[src/rtl/i2ct_pkg.sv]
package i2ct_pkg;
   localparam int BYTE_W = 8;
   localparam int ADDR_W = 7;

   typedef enum logic [3:0] {
      ST_IDLE,
      ST_ADDR,
      ST_ACK_SET,
      ST_ACK_HOLD,
      ST_WR_DATA,
      ST_RD_DATA,
      ST_RD_ACK,
      ST_RD_LOAD,
      ST_WAIT
   } eng_state_t;
endpackage

[src/rtl/i2ct_sync.sv]
module i2ct_sync #(
   parameter int STAGES = 2,
   parameter int LANES  = 2
) (
   input  logic             clk,
   input  logic             rst_n,
   input  logic [LANES-1:0] d_i,
   output logic [LANES-1:0] q_o
);
   if (STAGES < 2) begin : g_bad_stages
      $error("i2ct_sync: STAGES must be at least 2");
   end

   for (genvar ln = 0; ln < LANES; ln++) begin : g_lane
      logic [STAGES-1:0] chain;
      always_ff @(posedge clk or negedge rst_n) begin
         if (!rst_n) chain <= '1;
         else        chain <= {chain[STAGES-2:0], d_i[ln]};
      end
      assign q_o[ln] = chain[STAGES-1];
   end
endmodule

[src/rtl/i2ct_cond.sv]
module i2ct_cond (
   input  logic clk,
   input  logic rst_n,
   input  logic scl_s,
   input  logic sda_s,
   output logic start_o,
   output logic stop_o,
   output logic rise_o,
   output logic fall_o
);
   logic scl_q, sda_q;

   always_ff @(posedge clk or negedge rst_n) begin
      if (!rst_n) begin
         scl_q <= 1'b1;
         sda_q <= 1'b1;
      end else begin
         scl_q <= scl_s;
         sda_q <= sda_s;
      end
   end

   assign start_o = scl_s & scl_q & sda_q & ~sda_s;
   assign stop_o  = scl_s & scl_q & ~sda_q & sda_s;
   assign rise_o  = scl_s & ~scl_q;
   assign fall_o  = ~scl_s & scl_q;

   a_r9_cond_exclusive: assert property (@(posedge clk) disable iff (!rst_n)
      !(start_o && stop_o) && !(rise_o && fall_o));
   // a control condition never coincides with a clock edge
   a_r2_cond_not_edge: assert property (@(posedge clk) disable iff (!rst_n)
      (start_o || stop_o) |-> !(rise_o || fall_o));
endmodule

[src/rtl/i2ct_engine.sv]
module i2ct_engine
   import i2ct_pkg::*;
#(
   parameter int                          ADDR_PIN_W = 1,
   parameter logic [ADDR_W-ADDR_PIN_W-1:0] PREFIX    = '0
) (
   input  logic                  clk,
   input  logic                  rst_n,
   input  logic                  sda_s,
   input  logic                  start_i,
   input  logic                  stop_i,
   input  logic                  rise_i,
   input  logic                  fall_i,
   input  logic [ADDR_PIN_W-1:0] addr_pin_i,
   input  logic [BYTE_W-1:0]     tx_data_i,
   output logic                  sda_oe_o,
   output logic                  rx_valid_o,
   output logic [BYTE_W-1:0]     rx_data_o,
   output logic                  rd_req_o,
   output logic                  dir_o
);
   localparam int CNT_W = $clog2(BYTE_W);
   localparam logic [CNT_W-1:0] LAST_BIT = CNT_W'(BYTE_W - 1);

   eng_state_t              state;
   logic [CNT_W-1:0]        cnt;
   logic [BYTE_W-1:0]       sh;
   logic [ADDR_PIN_W-1:0]   pin_lat;
   logic [ADDR_W-1:0]       own_addr;

   assign own_addr = {PREFIX, pin_lat};

   always_ff @(posedge clk or negedge rst_n) begin
      if (!rst_n) begin
         state      <= ST_IDLE;
         cnt        <= '0;
         sh         <= '0;
         pin_lat    <= '0;
         sda_oe_o   <= 1'b0;
         rx_valid_o <= 1'b0;
         rx_data_o  <= '0;
         rd_req_o   <= 1'b0;
         dir_o      <= 1'b0;
      end else begin
         rx_valid_o <= 1'b0;
         rd_req_o   <= 1'b0;
         if (start_i) begin
            state    <= ST_ADDR;
            cnt      <= '0;
            pin_lat  <= addr_pin_i;
            sda_oe_o <= 1'b0;
            dir_o    <= 1'b0;
         end else if (stop_i) begin
            state    <= ST_IDLE;
            sda_oe_o <= 1'b0;
            dir_o    <= 1'b0;
         end else begin
            unique case (state)
               ST_ADDR: if (rise_i) begin
                  sh  <= {sh[BYTE_W-2:0], sda_s};
                  cnt <= cnt + 1'b1;
                  if (cnt == LAST_BIT) begin
                     if (sh[ADDR_W-1:0] == own_addr) begin
                        dir_o    <= sda_s;
                        rd_req_o <= sda_s;
                        state    <= ST_ACK_SET;
                     end else begin
                        state <= ST_WAIT;
                     end
                  end
               end
               ST_ACK_SET: if (fall_i) begin
                  sda_oe_o <= 1'b1;
                  state    <= ST_ACK_HOLD;
               end
               ST_ACK_HOLD: if (fall_i) begin
                  cnt <= '0;
                  if (dir_o) begin
                     sh       <= tx_data_i;
                     sda_oe_o <= ~tx_data_i[BYTE_W-1];
                     state    <= ST_RD_DATA;
                  end else begin
                     sda_oe_o <= 1'b0;
                     state    <= ST_WR_DATA;
                  end
               end
               ST_WR_DATA: if (rise_i) begin
                  sh  <= {sh[BYTE_W-2:0], sda_s};
                  cnt <= cnt + 1'b1;
                  if (cnt == LAST_BIT) begin
                     rx_data_o  <= {sh[BYTE_W-2:0], sda_s};
                     rx_valid_o <= 1'b1;
                     state      <= ST_ACK_SET;
                  end
               end
               ST_RD_DATA: if (fall_i) begin
                  if (cnt == LAST_BIT) begin
                     sda_oe_o <= 1'b0;
                     state    <= ST_RD_ACK;
                  end else begin
                     cnt      <= cnt + 1'b1;
                     sh       <= {sh[BYTE_W-2:0], 1'b0};
                     sda_oe_o <= ~sh[BYTE_W-2];
                  end
               end
               ST_RD_ACK: if (rise_i) begin
                  if (!sda_s) begin
                     rd_req_o <= 1'b1;
                     state    <= ST_RD_LOAD;
                  end else begin
                     state <= ST_WAIT;
                  end
               end
               ST_RD_LOAD: if (fall_i) begin
                  cnt      <= '0;
                  sh       <= tx_data_i;
                  sda_oe_o <= ~tx_data_i[BYTE_W-1];
                  state    <= ST_RD_DATA;
               end
               default: ;
            endcase
         end
      end
   end

   // a Stop releases the line on the next cycle
   a_r9_stop_release: assert property (@(posedge clk) disable iff (!rst_n)
      stop_i && !start_i |=> !sda_oe_o && state == ST_IDLE);
   // every Start restarts address reception from bit zero
   a_r10_restart: assert property (@(posedge clk) disable iff (!rst_n)
      start_i |=> state == ST_ADDR && cnt == '0);
   // the captured strap only changes at a Start
   a_r4_strap_held: assert property (@(posedge clk) disable iff (!rst_n)
      !start_i |=> $stable(pin_lat));
   // a silent target never pulls the line
   a_r3_wait_silent: assert property (@(posedge clk) disable iff (!rst_n)
      state == ST_WAIT |-> !sda_oe_o);
   // byte report is a single-cycle pulse
   a_r5_rx_pulse: assert property (@(posedge clk) disable iff (!rst_n)
      rx_valid_o |=> !rx_valid_o);
   // a read request only occurs in a read
   a_r7_req_in_read: assert property (@(posedge clk) disable iff (!rst_n)
      rd_req_o |-> dir_o);
endmodule

[src/rtl/i2ct_front.sv]
module i2ct_front
   import i2ct_pkg::*;
#(
   parameter int                          SYNC_STAGES = 2,
   parameter int                          ADDR_PIN_W  = 1,
   parameter logic [ADDR_W-ADDR_PIN_W-1:0] PREFIX     = 6'b010000
) (
   input  logic                  clk,
   input  logic                  rst_n,
   input  logic                  scl_i,
   input  logic                  sda_i,
   input  logic [ADDR_PIN_W-1:0] addr_pin_i,
   input  logic [BYTE_W-1:0]     tx_data_i,
   output logic                  sda_oe_o,
   output logic                  rx_valid_o,
   output logic [BYTE_W-1:0]     rx_data_o,
   output logic                  rd_req_o,
   output logic                  dir_o
);
   if (ADDR_PIN_W < 1 || ADDR_PIN_W > 3) begin : g_bad_pin_w
      $error("i2ct_front: ADDR_PIN_W must be 1 to 3");
   end

   logic [1:0] bus_s;
   logic       start_w, stop_w, rise_w, fall_w;

   i2ct_sync #(.STAGES(SYNC_STAGES), .LANES(2)) u_sync (
      .clk   (clk),
      .rst_n (rst_n),
      .d_i   ({scl_i, sda_i}),
      .q_o   (bus_s)
   );

   i2ct_cond u_cond (
      .clk     (clk),
      .rst_n   (rst_n),
      .scl_s   (bus_s[1]),
      .sda_s   (bus_s[0]),
      .start_o (start_w),
      .stop_o  (stop_w),
      .rise_o  (rise_w),
      .fall_o  (fall_w)
   );

   i2ct_engine #(.ADDR_PIN_W(ADDR_PIN_W), .PREFIX(PREFIX)) u_eng (
      .clk        (clk),
      .rst_n      (rst_n),
      .sda_s      (bus_s[0]),
      .start_i    (start_w),
      .stop_i     (stop_w),
      .rise_i     (rise_w),
      .fall_i     (fall_w),
      .addr_pin_i (addr_pin_i),
      .tx_data_i  (tx_data_i),
      .sda_oe_o   (sda_oe_o),
      .rx_valid_o (rx_valid_o),
      .rx_data_o  (rx_data_o),
      .rd_req_o   (rd_req_o),
      .dir_o      (dir_o)
   );
endmodule

[config.mk]
export PLATFORM = sky130hd
export DESIGN_NAME = i2ct_front
export DESIGN_NICKNAME = d
export VERILOG_FILES = /design/src/rtl/i2ct_pkg.sv /design/src/rtl/i2ct_sync.sv /design/src/rtl/i2ct_cond.sv /design/src/rtl/i2ct_engine.sv /design/src/rtl/i2ct_front.sv
export SDC_FILE = /design/constraint.sdc
export NUM_CORES = 1
export LEC_CHECK = 0
export BUFFER_PORTS_ARGS = -buffer_cell sky130_fd_sc_hd__buf_2
export CORE_AREA = 2 2 60 62
export CTS_CLUSTER_DIAMETER = 30
export DETAILED_ROUTE_END_ITERATION = 10
export DIE_AREA = 0 0 62 64
export GPL_TIMING_DRIVEN = 0
export HOLD_SLACK_MARGIN = 0.12
export PLACE_DENSITY_LB_ADDON = 0.12
export SETUP_SLACK_MARGIN = 0.2
export SLEW_MARGIN = 15
export SYNTH_ARGS = -nofsm -noshare
export SYNTH_HDL_FRONTEND = slang
export SYNTH_HIERARCHICAL = 1
export SYNTH_SLANG_ARGS = --single-unit
[constraint.sdc]
create_clock -name clk -period 4.75 [get_ports clk]
set_input_delay 0.475 -clock clk [delete_from_list [all_inputs] [get_ports clk]]
set_output_delay 0.475 -clock clk [all_outputs]
set_load 0.03 [all_outputs]
# == Word-level counts from Yosys, hierarchy flattened ==
# Index checks and enable logic that the tools add are counted.
# Widths: inputs -> output; s select.
# classes
n_addsub,1
n_eq_ne,30
n_mux,58
bitwise,15
n_reduce_logical,16
# ops
operator,n
$mux 4,14
$mux 7,6
$ne 4x4->1 const B,7
$pmux 4 s7,1
$pmux 7 s4,1
$mux 1,27
$mux 3,6
$eq 4x3->1 const B,4
$ne 4x3->1 const B,3
$reduce_bool 3->1,4
$reduce_and 11->1,1
$ne 2x2->1 const B,5
$reduce_and 5->1,2
$pmux 3 s3,1
$reduce_and 9->1,1
$reduce_bool 9->1,1
$eq 4x2->1 const B,2
$not 1->1,8
$reduce_bool 4->1,2
$and 1x1->1,7
$eq 7x6->1,1
$ne 3x1->1 const B,2
$ne 3x3->1 const B,2
$reduce_and 6->1,1
other kinds (9),11
# totals
register_bits,33
input_bits,13
output_inout_bits,12
word_cells,133

# == Logic depth before layout (Yosys ltp) ==
# Gate-level depths: netlist (run 1).
# logic_depth
ltp_word,7
ltp_mapped,7

# == Cells and area by module ==
# The synthesis (run 1) kept the hierarchy.
# by_module_without_submodules
module,instances,cells_each,area_per_inst_um2,seq_area_each_um2
i2ct_engine,1,142,1575.3,675.6
i2ct_sync,1,6,120.1,105.1
i2ct_cond,1,6,87.6,52.6

# == Worst setup path after synthesis (run 1) ==
# No wires, ideal clock.
# synth_path
path_kind,flip-flop to flip-flop
start,reg u_sync.g_lane[1].chain[1]
end,reg u_eng.sh[0]
t_arrival_ns,1.916
t_required_ns,4.625
slack_ns,2.709
stages_incl_launch_ff,8
period_less_slack_ns,2.041
path_cell_list,dfstp_2 > buf_4 > nor2b_1 > and2b_1 > o21ai_2 > a211oi_2 > o311ai_4 > mux2_4
# synth_between
word_cells_on_any_way,15
cone_classes,eq/ne (4); bitwise (10); reduce/logical (1)
# synth_lines
item,line,source
start: declaration,i2ct_sync.sv:15,logic [STAGES-1:0] chain;
start signal: assignment,i2ct_sync.sv:18,"else chain <= {chain[STAGES-2:0], d_i[ln]};"
$and 1x1->1,i2ct_cond.sv:25,assign rise_o = scl_s & ~scl_q;
named net rise_w,i2ct_front.sv:25,"logic start_w, stop_w, rise_w, fall_w;"
$ne 2x1->1 (no line),-,
$reduce_and 9->1 (no line),-,
end signal: assignment,i2ct_engine.sv:60,"sh <= {sh[BYTE_W-2:0], sda_s};"
end signal: assignment,i2ct_engine.sv:79,sh <= tx_data_i;
end signal: assignment,i2ct_engine.sv:88,"sh <= {sh[BYTE_W-2:0], sda_s};"
end: declaration,i2ct_engine.sv:27,logic [BYTE_W-1:0] sh;
# The timed path passes the listed nets, and every way through them passes these cells.
# A chain may end at the register's enable or synchronous reset.

# == Final worst setup path (run 1) ==
# layout_path
start,reg u_sync.g_lane[1].chain[1]
end,reg u_eng.sh[6]
# Same word-level chain as after synthesis.

==> results of run 1 <==
## path summary, 6_finish.rpt
check,endpoint,cells past startpoint,startpoint,slack (ns)
worst min-delay path,u_eng/sh[4],1,rst_n,0.18
worst max-delay path,u_eng/sh[6],7,u_sync/g_lane[1].chain[1],2.42
worst min register to register,u_sync/g_lane[1].chain[1],0,u_sync/g_lane[1].chain[0],0.36
worst max register to register,u_eng/sh[6],7,u_sync/g_lane[1].chain[1],2.42
min in group clk,u_sync/g_lane[0].chain[0],1,sda_i,0.25
max in group asynchronous,u_eng/pin_lat,1,rst_n,4.11
## final cells by class
| type | count | area, um^2 | share of cell area [%] |
|---|---|---|---|
| Sequential cell | 33 | 833.3 | 41.26 |
| Clock buffer | 8 | 58.81 | 2.912 |
| Inverter | 4 | 15.01 | 0.7435 |
| Multi-Input combinational cell | 107 | 873.3 | 43.25 |
| Tap cell | 46 | 57.56 | 2.850 |
| Buffer | 10 | 61.31 | 3.036 |
| Timing Repair Buffer | 24 | 120.1 | 5.948 |
## worst register-to-register path, delay by kind of cell (launching register included)
family                 cells  cell delay [ns]
buffers and inverters      1             0.11
multiplexers               1             0.37
AND/OR/NAND/NOR            2             0.58
flip-flops                 1             0.52
AO/OA/AOI/OAI              3             0.63
## registers in the layout (all words and copies together) (netlist names)
signal               cells
u_eng/cnt                3
u_eng/state              4
u_eng/dir_o              1
u_eng/rx_valid_o         1
u_eng/rx_data_o          8
u_eng/rd_req_o           1
u_eng/sh                 7
u_cond/scl_q             1
u_eng/sda_oe_o           1
u_sync/g_lane.chain      4
u_eng/pin_lat            1
u_cond/sda_q             1
## cells in the final DEF (no fill, tap or decap), drive strengths merged, types with 3 or more instances in the layout
cell / n
buf: 30
dfrtp: 27
mux2: 21
o21ai: 12
clkbuf: 12
nor2: 11
a21oi: 9
dfstp: 6
nand2: 6
nor2b: 5
inv: 4
nand3: 4
nand4b: 3
a31oi: 3
nand2b: 3
## power groups by stage
stage	Sequential [mW]	Clock (mW)	Combinational [mW]
floorplan	0.379	0	0.219
global placement	0.390	0	0.265
detailed placement	0.393	0	0.273
CTS	0.389	0.169	0.277
global route	0.396	0.186	0.304
finish	0.389	0.163	0.278
## metal layers
layer	global-route usage (%)	up-vias
met1	29.01	616
met4	7.713	0
li1	-	623
met2	30.99	52
met3	4.858	6
met5	0	-
## stage by stage
step           worst slack, ns  hold WS [ns]  power (mW)  instances
2_1_floorplan            2.709        0.1794      0.5972        154
3_3_place_gp             2.419        0.3474      0.6546        224
3_5_place_dp             2.442        0.3495      0.6666        224
4_1_cts                  2.428        0.1999      0.8356        232
5_1_grt                  2.316        0.2092      0.8860        232
6_report                 2.422        0.1811      0.8300        232
## logic make-up (layout without fill, tap and decap cells)
family,Yosys count,in the layout
and+or+nand+nor,43,43
AOI/OAI and AO/OA,38,38
DFF,33,33
muxes,23,23
buffers and inverters,14,46
adders and majority gates,2,2
xor gates and xnor gates,1,1
==> results.txt, run 1 <==
CP required = 4.96 ns
First-pass GRT wire length = 5.989 mm
Ys flop type = dfrtp_1
Area share of the largest cell type after synthesis = 37.89%
Cell variety after synth = 49
Area of placed instances = 0.001961 mm^2
Mux cell area share after synthesis = 15.86%
Buffers & Inverters on Critical Path = 1
Largest family of logic cells by synthesized area = compound AO/OA/AOI/OAI gates
CORE AREA = 0.003284 mm^2
Ant. Diodes = 0
Reg clk slew, reported paths = 0.10 ns
YS warnings = 6
Cell breakdown of the critical path = buf_4 > nor2b_1 > and2b_1 > o21ai_2 > a211oi_2 > o311ai_4 > mux2_4
Post-CTS sizing = 0
Die width = 62 um
Top-count cell post-synth = dfrtp_1
Setup_tns = 0 ns
Max Freq = 429.5 MHz
DR WL met2 = 1.684 mm
Sw Share = 34.24%
Post-Syn Area = 0.001783 mm^2
Vias in the first global route = 1285
Slew Limit Fails = 0
Post-CTS Setup Bufs = 0
Clk buf depth = 2
Total CTS buffers = 5
Post-synth EDFFs = 0
Syn_nets = 169
Final min period = 2.328 ns
IO buf count = 24
Cell internal pwr = 0.5458 mW
CTS H-Tree Depth = 2
Final HPWL DP = 2.570 mm
Crit-path leading delay family = compound AO/OA/AOI/OAI gates
CP max stage cell = dfstp_2
Leakage Power = 0.9411 nW
DR iter-0 viols = 108
Clock power share = 19.6%
Post-synth ARST share = 100.0%
CP max stage delay = 0.52 ns
Setup CP Type = reg2reg
Post-Syn Instances = 154
Die height = 64 um
Largest net degree at the start of global routing = 34
DRC = 0
Synth Area in Compound Gates = 16.28%
Fin area = 0.002019 mm^2
WP data arrival = 2.54 ns
Final ANT Viol Nets = 0
Reg power frac = 46.9%
Setup violators final = 0
Worst clock skew = 0.01662 ns
Utilization after layout = 61.49%
Combinational Power Share = 33.5%
Fin nets = 200
Final WL = 3.548 mm
CTS tree = done
Final period utilization = 49.01%
Slew margin rel. = 53.38%
Top cells by area, synth = dfrtp_1 38%, dfstp_2 8.8%, mux2_2 8.8%, mux2_4 5.9%, a21oi_1 2.2%
Starting Density = 54.29%
Filler cells = 273
Total routed wire length on the met1 layer = 1.605 mm
Simple logic cell fraction of the synthesized area = 14.95%
Routed vias = 1297
Clk_lat worst skew = 0.33 ns
Initial antenna violation count = 0
CP endpoint kind = flip-flop
Adder-cell share of the synthesized area = 1.404%
Max layer used = met4
Layout cell share with drive strength beyond 1 = 40.32%
Worst Tran Pin Value = 0.6992 ns
Worst Path Max Fanout = 7
Register area share after synthesis = 46.74%
Final hold viol count = 0
Peak supply drop = 0.2327 mV
Rows = 21
Startpoint Class = flip-flop
Net Switching = 0.2842 mW
Synthesized flop and latch total = 33
Outcome = complete, no violations
Clk sinks = 33
WL met3 = 218 um
Area growth, synth to finish = 13.26%
PD cells = 411.0 mW/mm^2
Die area = 0.003968 mm^2
Via density per instance = 5.591
Commonest cells post-synth = 27 x dfrtp_1, 14 x mux2_2, 10 x nor2_1, 8 x a21oi_1, 8 x o21ai_0
Initial DRT Pass Iterations = 4
Clock root cell = clkbuf_4
GRT Total Usage = 20.77%
RePlAce Congestion = 0.8985
Post-Synth XOR/XNOR Area = 0.4912%
IO Count = 25
RSZ-0062 raised after global routing = no
Mean Syn Cell Area = 11.58 um^2
Worst Hold Class = in2async
Maxcap violations = 0
CTS Hold Buffers Added = 0
Total global routing overflow = 0
Synth area leader = dfrtp_1
Routed len/inst = 15.29 um
(Power assumes the default switching activity.)
==> run 2: changes to the inputs <==
==> constraint.sdc (replaced) <==
create_clock -name clk -period 2.4 [get_ports clk]
set_input_delay 0.24 -clock clk [delete_from_list [all_inputs] [get_ports clk]]
set_output_delay 0.24 -clock clk [all_outputs]
set_load 0.03 [all_outputs]
==> results.txt, run 2 (synthesis results as in run 1) <==
Outcome = complete, no violations
Rows = 21 (unchanged)
GR Util met2 = 31.12% (+0.13 points)
Most frequent cells in the layout = 27 x dfrtp_1, 25 x buf_2, 14 x mux2_2
Slew margin rel. = 53.38% (about the same)
Worst Tran Pin Value = 0.6993 ns (+0.00008750 ns)
Worst Path Max Fanout = 7 (unchanged)
Vias in the first global route = 1293 (+0.62%)
GRT Total Usage = 20.89% (+0.12 points)
Routed len/inst = 15.24 um (-0.33%)
Clk sinks = 33 (unchanged)
Die area = 0.003968 mm^2 (unchanged)
Largest register FFs = 8 (unchanged)
Reg with most FFs = u_eng/rx_data_o
RSZ-0062 raised after global routing = no
Sw Share = 34.12% (-0.13 points)
Die height = 64 um (unchanged)
First-pass GRT wire length = 6.023 mm (+0.57%)
Final ANT Viol Nets = 0 (unchanged)
Placed Cells = 224 (unchanged)
Worst Hold Class = in2reg
Hold Crit Start = addr_pin_i
Clock power share = 19.5% (about the same)
Routed vias = 1310 (+1.0%)
CTS H-Tree Depth = 2 (unchanged)
Net Switching = 0.5616 mW (+98%)
Initial antenna violation count = 0 (unchanged)
DRC = 0 (unchanged)
Fin nets = 203 (+1.5%)
Final period utilization = 86.60% (+38 points)
Combinational Power Share = 33.7% (+0.2 points)
R2R Path Start = u_sync/g_lane[1].chain[1]
Hold slack final = 0.1477 ns (-0.03344 ns)
Clock root cell = clkbuf_4
Largest net degree at the start of global routing = 34 (unchanged)
Maxcap violations = 0 (unchanged)
Slew Limit Fails = 0 (unchanged)
Startpoint Class = flip-flop
Clk buf depth = 2 (unchanged)
CP required = 2.61 ns (-2.35 ns)
Reg power frac = 46.8% (about the same)
DR iter-0 viols = 86 (-20%)
WP data arrival = 2.29 ns (-0.25 ns)
Final HPWL DP = 2.570 mm (unchanged)
Layout cell share with drive strength beyond 1 = 40.21% (-0.11 points)
Clk_lat worst skew = 0.33 ns (about the same)
Setup_tns = 0 ns (unchanged)
Peak supply drop = 0.4590 mV (+97%)
Final min period = 2.078 ns (-0.2497 ns)
Setup violators final = 0 (unchanged)
Reg clk slew, reported paths = 0.09 ns (about the same)
CP endpoint kind = flip-flop
CTS tree = done
RePlAce Congestion = 0.8985 (unchanged)
Ant. Diodes = 0 (unchanged)
Initial DRT Pass Iterations = 4 (unchanged)
Starting Density = 54.29% (unchanged)
Cell internal pwr = 1.085 mW (+99%)
IO buf count = 24 (unchanged)
Area growth, synth to finish = 15.37%
Final Instance Count excl. Fillers = 235 (+1.3%)
PD cells = 800.3 mW/mm^2 (+95%)
Die width = 62 um (unchanged)
Total global routing overflow = 0 (unchanged)
Setup CP Type = reg2reg
Post-CTS Setup Bufs = 0 (unchanged)
GR Util met1 = 29.27% (+0.26 points)
Worst clock skew = 0.01722 ns (+0.0005988 ns)
Crit. Startpoint = u_sync/g_lane[1].chain[1]
Leakage Power = 0.9587 nW (+1.9%)
Utilization after layout = 62.63% (+1.1 points)
GR Util met3 = 4.858% (unchanged)
Final hold viol count = 0 (unchanged)
Most used routing layer = met2
CORE AREA = 0.003284 mm^2 (unchanged)
Filler cells = 267 (-2.2%)
Most common cell after layout, fill and taps aside = dfrtp_1
Largest regs = u_eng/rx_data_o x8, u_eng/sh x7
Final WL = 3.582 mm (+0.96%)
Total CTS buffers = 5 (unchanged)
IO Count = 25 (unchanged)
Via density per instance = 5.574 (-0.29%)
Total power = 1.646 mW (+98%)
Max Freq = 481.1 MHz (+12%)
run 2: cell count changes in the layout (fill, tap and decap cells not counted):
cell           before  now
dlygate4sd3_1       0    3
nor2b_1             4    3
nor2b_4             1    2
run 2: area by class of cell:
| class | instances | area, um^2 | share of cell area (%) |
|---|---|---|---|
| Timing Repair Buffer | 27 | 150.1 | 7.299 |
| Inverter | 4 | 15.01 | 0.7299 |
| Buffer | 10 | 61.31 | 2.981 |
| Sequential cell | 33 | 833.3 | 40.51 |
| Tap cell | 46 | 57.56 | 2.798 |
| Multi-Input combinational cell | 107 | 880.8 | 42.82 |
| Clock buffer | 8 | 58.81 | 2.859 |
run 2: per-layer routing:
| metal | up-vias | wire length, um |
|---|---|---|
| li1 | 628 | - |
| met1 | 628 | 1655 |
| met2 | 50 | 1715 |
| met3 | 4 | 183 |
| met4 | 0 | 28 |
| met5 | - | 0 |
run 2: power by group through the flow:
| stage | registers [mW] | logic, mW | clock network, mW |
|---|---|---|---|
| after floorplan | 0.749 | 0.433 | 0 |
| after global placement | 0.771 | 0.525 | 0 |
| after detailed placement | 0.778 | 0.541 | 0 |
| after CTS | 0.771 | 0.553 | 0.334 |
| after global routing | 0.784 | 0.607 | 0.368 |
| final | 0.771 | 0.554 | 0.321 |
run 2: path summary, 6_finish.rpt:
kind	to	slack, ns	cells past startpoint
setup / recovery	u_eng/sh[6]	0.32	7
hold / removal	u_eng/pin_lat	0.15	2
setup reg to reg	u_eng/sh[6]	0.32	7
hold reg to reg	u_sync/g_lane[1].chain[1]	0.36	0
max in group asynchronous	u_eng/pin_lat	1.44	2
min in group asynchronous	u_eng/sh[4]	0.50	2
run 2: metrics by stage:
step | worst slack [ns] | cell area, um^2
6_report | 0.3215 | 2057
4_1_cts | 0.2055 | 2052
2_1_floorplan | 0.3590 | 1783
3_5_place_dp | 0.09242 | 1961
5_1_grt | 0.2313 | 2057
3_3_place_gp | 0.06914 | 1961
run 2: critical path, cell delays in order, from the launching register on:
cell and delay, ns:
dfstp_2 0.52, buf_4 0.11, nor2b_4 0.21, and2b_1 0.16, o21ai_2 0.08, a211oi_2 0.26, o311ai_4 0.26, mux2_4 0.36
run 2: repair_timing:
item	4_1_cts	5_1_grt
resized for setup	1	1
hold buffers	3	0
endpoints found under the hold margin	29	0
pin swaps	0	1
endpoints found under the setup margin	7	7
